### src/rtl/dbg_regchain_pkg.sv
package dbg_regchain_pkg;
  // register slots inside one watchpoint unit
  localparam int unsigned WPF_ADDR_VAL = 0;
  localparam int unsigned WPF_ADDR_MSK = 1;
  localparam int unsigned WPF_DATA_VAL = 2;
  localparam int unsigned WPF_DATA_MSK = 3;
  localparam int unsigned WPF_CTRL_VAL = 4;
  localparam int unsigned WPF_CTRL_MSK = 5;
  localparam int unsigned WP_FIELDS    = 6;
endpackage

### src/rtl/dbg_chain_sr.sv
module dbg_chain_sr #(
  parameter int unsigned CHAIN_W = 38,
  parameter int unsigned DATA_W  = 32
) (
  input  logic               clk,
  input  logic               rst_n,
  input  logic               cap_en,
  input  logic               shift_en,
  input  logic               tdi,
  input  logic [DATA_W-1:0]  cap_data,
  output logic [CHAIN_W-1:0] sr_q
);
  localparam int unsigned PAD_W = CHAIN_W - DATA_W;

  logic [CHAIN_W-1:0] sr_d;
  logic               sr_ce;

  always_comb begin
    sr_ce = cap_en | shift_en;
    sr_d  = sr_q;
    if (cap_en) begin
      sr_d = {{PAD_W{1'b0}}, cap_data};
    end else if (shift_en) begin
      sr_d = {tdi, sr_q[CHAIN_W-1:1]};
    end
  end

  always_ff @(posedge clk or negedge rst_n) begin
    if (!rst_n) begin
      sr_q <= '0;
    end else if (sr_ce) begin
      sr_q <= sr_d;
    end
  end
endmodule

### src/rtl/dbg_wp_unit.sv
module dbg_wp_unit
  import dbg_regchain_pkg::*;
#(
  parameter int unsigned DATA_W = 32,
  parameter int unsigned SLOT_W = 3,
  parameter int unsigned EN_BIT = 8
) (
  input  logic                               clk,
  input  logic                               rst_n,
  input  logic                               wr_en,
  input  logic [SLOT_W-1:0]                  wr_slot,
  input  logic [DATA_W-1:0]                  wr_data,
  input  logic [SLOT_W-1:0]                  rd_slot,
  output logic [DATA_W-1:0]                  rd_data,
  output logic [WP_FIELDS-1:0][DATA_W-1:0]   fields_q,
  output logic                               wp_en
);
  logic [WP_FIELDS-1:0][DATA_W-1:0] fields_d;

  always_comb begin
    fields_d = fields_q;
    for (int k = 0; k < WP_FIELDS; k++) begin
      if (wr_en && (wr_slot == SLOT_W'(k))) begin
        fields_d[k] = wr_data;
      end
    end
  end

  always_ff @(posedge clk or negedge rst_n) begin
    if (!rst_n) begin
      fields_q <= '0;
    end else if (wr_en) begin
      fields_q <= fields_d;
    end
  end

  always_comb begin
    rd_data = '0;
    for (int k = 0; k < WP_FIELDS; k++) begin
      if (rd_slot == SLOT_W'(k)) begin
        rd_data = fields_q[k];
      end
    end
  end

  assign wp_en = fields_q[WPF_CTRL_VAL][EN_BIT];
endmodule

### src/rtl/dbg_reg_bank.sv
module dbg_reg_bank
  import dbg_regchain_pkg::*;
#(
  parameter int unsigned DATA_W = 32,
  parameter int unsigned ADDR_W = 5,
  parameter int unsigned SLOT_W = 3,
  parameter int unsigned NUM_WP = 2,
  parameter int unsigned EN_BIT = 8
) (
  input  logic                     clk,
  input  logic                     rst_n,
  input  logic                     upd_wr,
  input  logic                     upd_rd,
  input  logic [ADDR_W-1:0]        addr,
  input  logic [DATA_W-1:0]        wdata,
  output logic [DATA_W-1:0]        rdback_q,
  output logic [NUM_WP*DATA_W-1:0] addr_val,
  output logic [NUM_WP*DATA_W-1:0] addr_msk,
  output logic [NUM_WP*DATA_W-1:0] data_val,
  output logic [NUM_WP*DATA_W-1:0] data_msk,
  output logic [NUM_WP*DATA_W-1:0] ctrl_val,
  output logic [NUM_WP*DATA_W-1:0] ctrl_msk,
  output logic [NUM_WP-1:0]        enable
);
  localparam int unsigned UNIT_W = ADDR_W - SLOT_W;

  logic [UNIT_W-1:0] unit;
  logic [SLOT_W-1:0] slot;
  logic              unit_ok;
  logic              slot_ok;
  logic              addr_ok;

  assign unit    = addr[ADDR_W-1:SLOT_W];
  assign slot    = addr[SLOT_W-1:0];
  assign unit_ok = ({1'b0, unit} < (UNIT_W+1)'(NUM_WP));
  assign slot_ok = (slot < SLOT_W'(WP_FIELDS));
  assign addr_ok = unit_ok & slot_ok;

  logic [DATA_W-1:0]                unit_rd     [NUM_WP];
  logic [WP_FIELDS-1:0][DATA_W-1:0] unit_fields [NUM_WP];

  for (genvar u = 0; u < NUM_WP; u++) begin : g_unit
    logic unit_wr;
    assign unit_wr = upd_wr & addr_ok & (unit == UNIT_W'(u));

    dbg_wp_unit #(
      .DATA_W (DATA_W),
      .SLOT_W (SLOT_W),
      .EN_BIT (EN_BIT)
    ) u_wp (
      .clk      (clk),
      .rst_n    (rst_n),
      .wr_en    (unit_wr),
      .wr_slot  (slot),
      .wr_data  (wdata),
      .rd_slot  (slot),
      .rd_data  (unit_rd[u]),
      .fields_q (unit_fields[u]),
      .wp_en    (enable[u])
    );

    assign addr_val[u*DATA_W +: DATA_W] = unit_fields[u][WPF_ADDR_VAL];
    assign addr_msk[u*DATA_W +: DATA_W] = unit_fields[u][WPF_ADDR_MSK];
    assign data_val[u*DATA_W +: DATA_W] = unit_fields[u][WPF_DATA_VAL];
    assign data_msk[u*DATA_W +: DATA_W] = unit_fields[u][WPF_DATA_MSK];
    assign ctrl_val[u*DATA_W +: DATA_W] = unit_fields[u][WPF_CTRL_VAL];
    assign ctrl_msk[u*DATA_W +: DATA_W] = unit_fields[u][WPF_CTRL_MSK];
  end

  logic [DATA_W-1:0] sel_rd;
  logic [DATA_W-1:0] rdback_d;

  always_comb begin
    sel_rd = '0;
    for (int u = 0; u < NUM_WP; u++) begin
      if (unit == UNIT_W'(u)) begin
        sel_rd = unit_rd[u];
      end
    end
  end

  always_comb begin
    rdback_d = addr_ok ? sel_rd : '0;
  end

  always_ff @(posedge clk or negedge rst_n) begin
    if (!rst_n) begin
      rdback_q <= '0;
    end else if (upd_rd) begin
      rdback_q <= rdback_d;
    end
  end
endmodule

### src/rtl/dbg_regchain.sv
module dbg_regchain #(
  parameter int unsigned DATA_W    = 32,
  parameter int unsigned ADDR_W    = 5,
  parameter int unsigned NUM_WP    = 2,
  parameter int unsigned WP_STRIDE = 8,
  parameter int unsigned EN_BIT    = 8
) (
  input  logic                     clk,
  input  logic                     rst_n,
  input  logic                     chain_sel,
  input  logic                     test_en,
  input  logic                     capture_dr,
  input  logic                     shift_dr,
  input  logic                     update_dr,
  input  logic                     tdi,
  output logic                     tdo,
  output logic [NUM_WP*DATA_W-1:0] wp_addr_val,
  output logic [NUM_WP*DATA_W-1:0] wp_addr_msk,
  output logic [NUM_WP*DATA_W-1:0] wp_data_val,
  output logic [NUM_WP*DATA_W-1:0] wp_data_msk,
  output logic [NUM_WP*DATA_W-1:0] wp_ctrl_val,
  output logic [NUM_WP*DATA_W-1:0] wp_ctrl_msk,
  output logic [NUM_WP-1:0]        wp_enable
);
  localparam int unsigned CHAIN_W = DATA_W + ADDR_W + 1;
  localparam int unsigned SLOT_W  = $clog2(WP_STRIDE);

  // asynchronous assert, synchronous release
  logic rst_meta;
  logic rst_sync_n;

  always_ff @(posedge clk or negedge rst_n) begin
    if (!rst_n) begin
      rst_meta   <= 1'b0;
      rst_sync_n <= 1'b0;
    end else begin
      rst_meta   <= 1'b1;
      rst_sync_n <= rst_meta;
    end
  end

  logic               cap_en;
  logic               shift_en;
  logic               upd_en;
  logic               upd_wr;
  logic               upd_rd;
  logic [CHAIN_W-1:0] chain_q;
  logic [DATA_W-1:0]  rdback_q;
  logic [DATA_W-1:0]  fld_data;
  logic [ADDR_W-1:0]  fld_addr;
  logic               fld_rw;

  assign cap_en   = chain_sel & capture_dr;
  assign shift_en = chain_sel & shift_dr & ~capture_dr;
  assign upd_en   = chain_sel & test_en & update_dr;

  assign fld_data = chain_q[DATA_W-1:0];
  assign fld_addr = chain_q[DATA_W +: ADDR_W];
  assign fld_rw   = chain_q[CHAIN_W-1];

  assign upd_wr = upd_en &  fld_rw;
  assign upd_rd = upd_en & ~fld_rw;

  dbg_chain_sr #(
    .CHAIN_W (CHAIN_W),
    .DATA_W  (DATA_W)
  ) u_sr (
    .clk      (clk),
    .rst_n    (rst_sync_n),
    .cap_en   (cap_en),
    .shift_en (shift_en),
    .tdi      (tdi),
    .cap_data (rdback_q),
    .sr_q     (chain_q)
  );

  dbg_reg_bank #(
    .DATA_W (DATA_W),
    .ADDR_W (ADDR_W),
    .SLOT_W (SLOT_W),
    .NUM_WP (NUM_WP),
    .EN_BIT (EN_BIT)
  ) u_bank (
    .clk      (clk),
    .rst_n    (rst_sync_n),
    .upd_wr   (upd_wr),
    .upd_rd   (upd_rd),
    .addr     (fld_addr),
    .wdata    (fld_data),
    .rdback_q (rdback_q),
    .addr_val (wp_addr_val),
    .addr_msk (wp_addr_msk),
    .data_val (wp_data_val),
    .data_msk (wp_data_msk),
    .ctrl_val (wp_ctrl_val),
    .ctrl_msk (wp_ctrl_msk),
    .enable   (wp_enable)
  );

  assign tdo = chain_q[0];
endmodule

### config.mk
export PLATFORM = sky130hd
export DESIGN_NAME = dbg_regchain
export DESIGN_NICKNAME = d
export VERILOG_FILES = /design/src/rtl/dbg_regchain_pkg.sv /design/src/rtl/dbg_chain_sr.sv /design/src/rtl/dbg_wp_unit.sv /design/src/rtl/dbg_reg_bank.sv /design/src/rtl/dbg_regchain.sv
export SDC_FILE = /design/constraint.sdc
export NUM_CORES = 1
export LEC_CHECK = 0
export BUFFER_PORTS_ARGS = -buffer_cell sky130_fd_sc_hd__buf_2
export CORE_MARGIN = 3
export CORE_UTILIZATION = 30
export DETAILED_ROUTE_END_ITERATION = 8
export PLACE_DENSITY_LB_ADDON = 0.2
export RECOVER_POWER = 50
export SYNTH_ARGS = -nofsm -noshare
export SYNTH_HDL_FRONTEND = slang
export SYNTH_SLANG_ARGS = --single-unit
### constraint.sdc
create_clock -name clk -period 18 [get_ports clk]
set_clock_uncertainty 0.15 [all_clocks]
set_input_delay 1.8 -clock clk [delete_from_list [all_inputs] [get_ports clk]]
set_output_delay 1.8 -clock clk [all_outputs]
set_load 0.01 [all_outputs]
==> results.json <==
{
  "n_fill_cell": 6928,
  "synth_area_um2": 20960,
  "synth.area.top_cells": "dfrtp_1 54%, mux2_2 19%, mux2i_1 5.6%, o21ai_0 2.4%, mux2_4 2.1%",
  "relSlewSlack": -1.407,
  "path_depth": 2,
  "grt_max_degree": 166,
  "post-route-min-period_ns": 6.050,
  "vias": 15280,
  "netlist_instances": 1632,
  "clkTransAtPathRegs_ns": 0.06,
  "setup_tns_ns": 0,
  "place_hpwl_um": 55910,
  "grt_pass1_wl_um": 118600,
  "totalWireLength_um": 82590,
  "routed.top_layer": "met4",
  "syn_nets": 1640,
  "synth_top_area_share": 0.5443,
  "hp-class": "register to register",
  "r2r_setup_slack_ns": 11.95,
  "synth_ff_type": "dfrtp_1",
  "rsz0062_at_grt": "false",
  "wl_per_cell_um": 28.17,
  "drt_iter0_markers": 1161,
  "place_ws_ns": 13.68,
  "critical-path-max-stage-delay_ns": 2.67,
  "worstReg2RegEnd": "u_bank.g_unit[0].u_wp.fields_q[15]",
  "violations": "max-capacitance violations, max-slew violations",
  "synth_seq_area_share": 0.5443,
  "drv_cap": 4,
  "min-delay-start": "rst_meta",
  "dr.pass1.iters": 6,
  "synth_seq_cells": 456,
  "cp-startpoint": "rst_sync_n",
  "syn2layout_area_growth_pct": 19.74,
  "track_usage": 0.2207,
  "p_leak_nw": 11.52,
  "endpoint_kind": "async pin",
  "h-tree-depth": 2,
  "layout_common_cells": "453 x dfrtp_1, 350 x mux2_2, 331 x clkbuf_1, 117 x mux2i_1, 99 x nand2_1",
  "peakVddDrop_mv": 0.07225,
  "crit_fanout": 159,
  "hold_buffers": 0,
  "worstRegToRegCells": 2,
  "p_seq_frac": 0.481,
  "pwr-share-comb": 0.057,
  "fin_nets": 1964,
  "synth_edf_count": 0,
  "switchingPower_mw": 0.6390,
  "portBuffers": 394,
  "final_cells": 2932,
  "num_rows": 96,
  "outcome": "finished with violations",
  "synthArstFlopShare": 1.000,
  "min_period_over_period": 0.3361,
  "io_pins": 395,
  "cts_made_buffers": 54,
  "grt.overflow.total": 0,
  "power_frac_clock": 0.462,
  "slowest_stage": "clkbuf_1",
  "grt_pass1_vias": 15600,
  "clock_path_buffers": 3,
  "core_area_um2": 68950,
  "crit_required_ns": 18.44,
  "fin_ws_ns": 11.95,
  "placed_cells": 2831,
  "wl_met2_um": 36870,
  "drv_slew": 234,
  "ant_nets": 0,
  "reg2reg_from": "rst_sync_n",
  "worstSetupEndpoint": "u_bank.g_unit[0].u_wp.fields_q[15]",
  "avgViaCountPerCell": 5.213,
  "cp_num_buf_inv": 2,
  "max_freq_mhz": 165.3,
  "critPathTopFamily": "buffers and inverters",
  "power_density_nw_per_um2": 96.50,
  "setup_viol": 0,
  "path_cells": "clkbuf_1 -> buf_12",
  "antenna_found_initial": 0,
  "wl_met3_um": 5174,
  "cts_resized": 0,
  "worstMarginPinSlew_ns": 3.611,
  "remaining_drc_errors": 0,
  "finalHoldViolations": 0,
  "synth_cell_types": 57,
  "fp.dieW_um": 270.3,
  "cts_root_buf": "clkbuf_16",
  "met1_length_um": 38080,
  "clock_latency_ns": 0.61,
  "start_util": 0.3041,
  "swShare": 0.2638,
  "critPathKind": "register to async pin",
  "ys_warn_count": 0,
  "fp.dieH_um": 270.3,
  "gp_congestion": 0.8426,
  "yosysTopAreaCell": "dfrtp_1",
  "final_common_cell": "dfrtp_1",
  "postCtsSetupBuffers": 0,
  "crit_arrival_ns": 6.49,
  "cts_tree": "done",
  "die-area_um2": 73090,
  "clock-sinks": 456,
  "avgSynthCellArea_um2": 12.85,
  "cp-start-kind": "register",
  "drive_above_1_share": 0.3010,
  "p_int_mw": 1.783
}
kinds of logic after synthesis:
family          Yosys count  synth area share
flops                   456            0.5443
buf+inv                 174           0.04053
mux                     511            0.2739
other cells               1         0.0001789
compound gates          286           0.09275
simple gates            204           0.04828
power groups by stage:
stage | Sequential (mW) | Combinational (mW) | Clock (mW)
2_1_floorplan | 1.13 | 0.0969 | 0
3_3_place_gp | 1.18 | 0.142 | 0
3_5_place_dp | 1.18 | 0.144 | 0
4_1_cts | 1.16 | 0.144 | 1.14
5_1_grt | 1.17 | 0.155 | 1.19
6_report | 1.16 | 0.139 | 1.12
per-layer routing:
metal / GRT usage / up-vias
li1: - / 6592
met1: 0.3113 / 8100
met2: 0.3370 / 486
met3: 0.05330 / 106
met4: 0.06303 / 0
met5: 0 / -
sequential cells by signal (all words and copies together), names as in the netlist:
| name | cells |
|---|---|
| u_bank.g_unit.u_wp.fields_q | 384 |
| u_bank.rdback_q | 32 |
| u_sr.sr_q | 38 |
| rst_sync_n | 1 |
| rst_meta | 1 |
cell usage after synthesis, drive strengths merged, types with 3 or more instances:
cell and number:
a211oi 13, a21o 11, a21oi 22, a222oi 11, a22o 7, a22oi 29, a32o 5, and3 3
buf 82, clkbuf 75, dfrtp 456, inv 16, mux2 392, mux2i 117, nand2 100, nand2b 6
nand3 7, nand3b 6, nand4 3, nor2 25, nor2b 19, nor3 11, nor3b 14, o2111ai 13
o211ai 15, o21ai 99, o221ai 28, o22ai 17, o2bb2ai 4, or2 3
area by class of cell:
cell class | count | area [um2] | share of cell area
Sequential cell | 456 | 11420 | 0.4550
Multi-Input combinational cell | 1002 | 8801 | 0.3506
Timing Repair Buffer | 425 | 1837 | 0.07317
Clock buffer | 81 | 1593 | 0.06345
Tap cell | 931 | 1165 | 0.04640
Clock inverter | 19 | 219.0 | 0.008723
Inverter | 17 | 63.81 | 0.002542
Antenna cell | 1 | 2.502 | 0.00009969
worst min path at each step:
stage	end	depth (start not counted)
floorplan	rst_sync_n	0
global placement	rst_sync_n	0
detailed placement	rst_sync_n	0
CTS	rst_sync_n	0
global route	rst_sync_n	0
finish	rst_sync_n	0
through the flow:
step | util | total power, mW | instance area (um2) | hold slack [ns]
global route | 0.3641 | 2.513 | 25100 | 0.2138
global placement | 0.3437 | 1.321 | 23700 | 0.1880
floorplan | - | 1.225 | 20960 | 0.1812
finish | 0.3641 | 2.422 | 25100 | 0.2045
CTS | 0.3700 | 2.451 | 25510 | 0.2042
detailed placement | 0.3437 | 1.325 | 23700 | 0.1910
worst reg2reg max path, delay by kind of cell, from the launching register on:
family,cells,cell delay (ns)
DFF,1,2.34
buffers and inverters,2,3.38
Note: power is estimated with default switching activity, not from simulation.
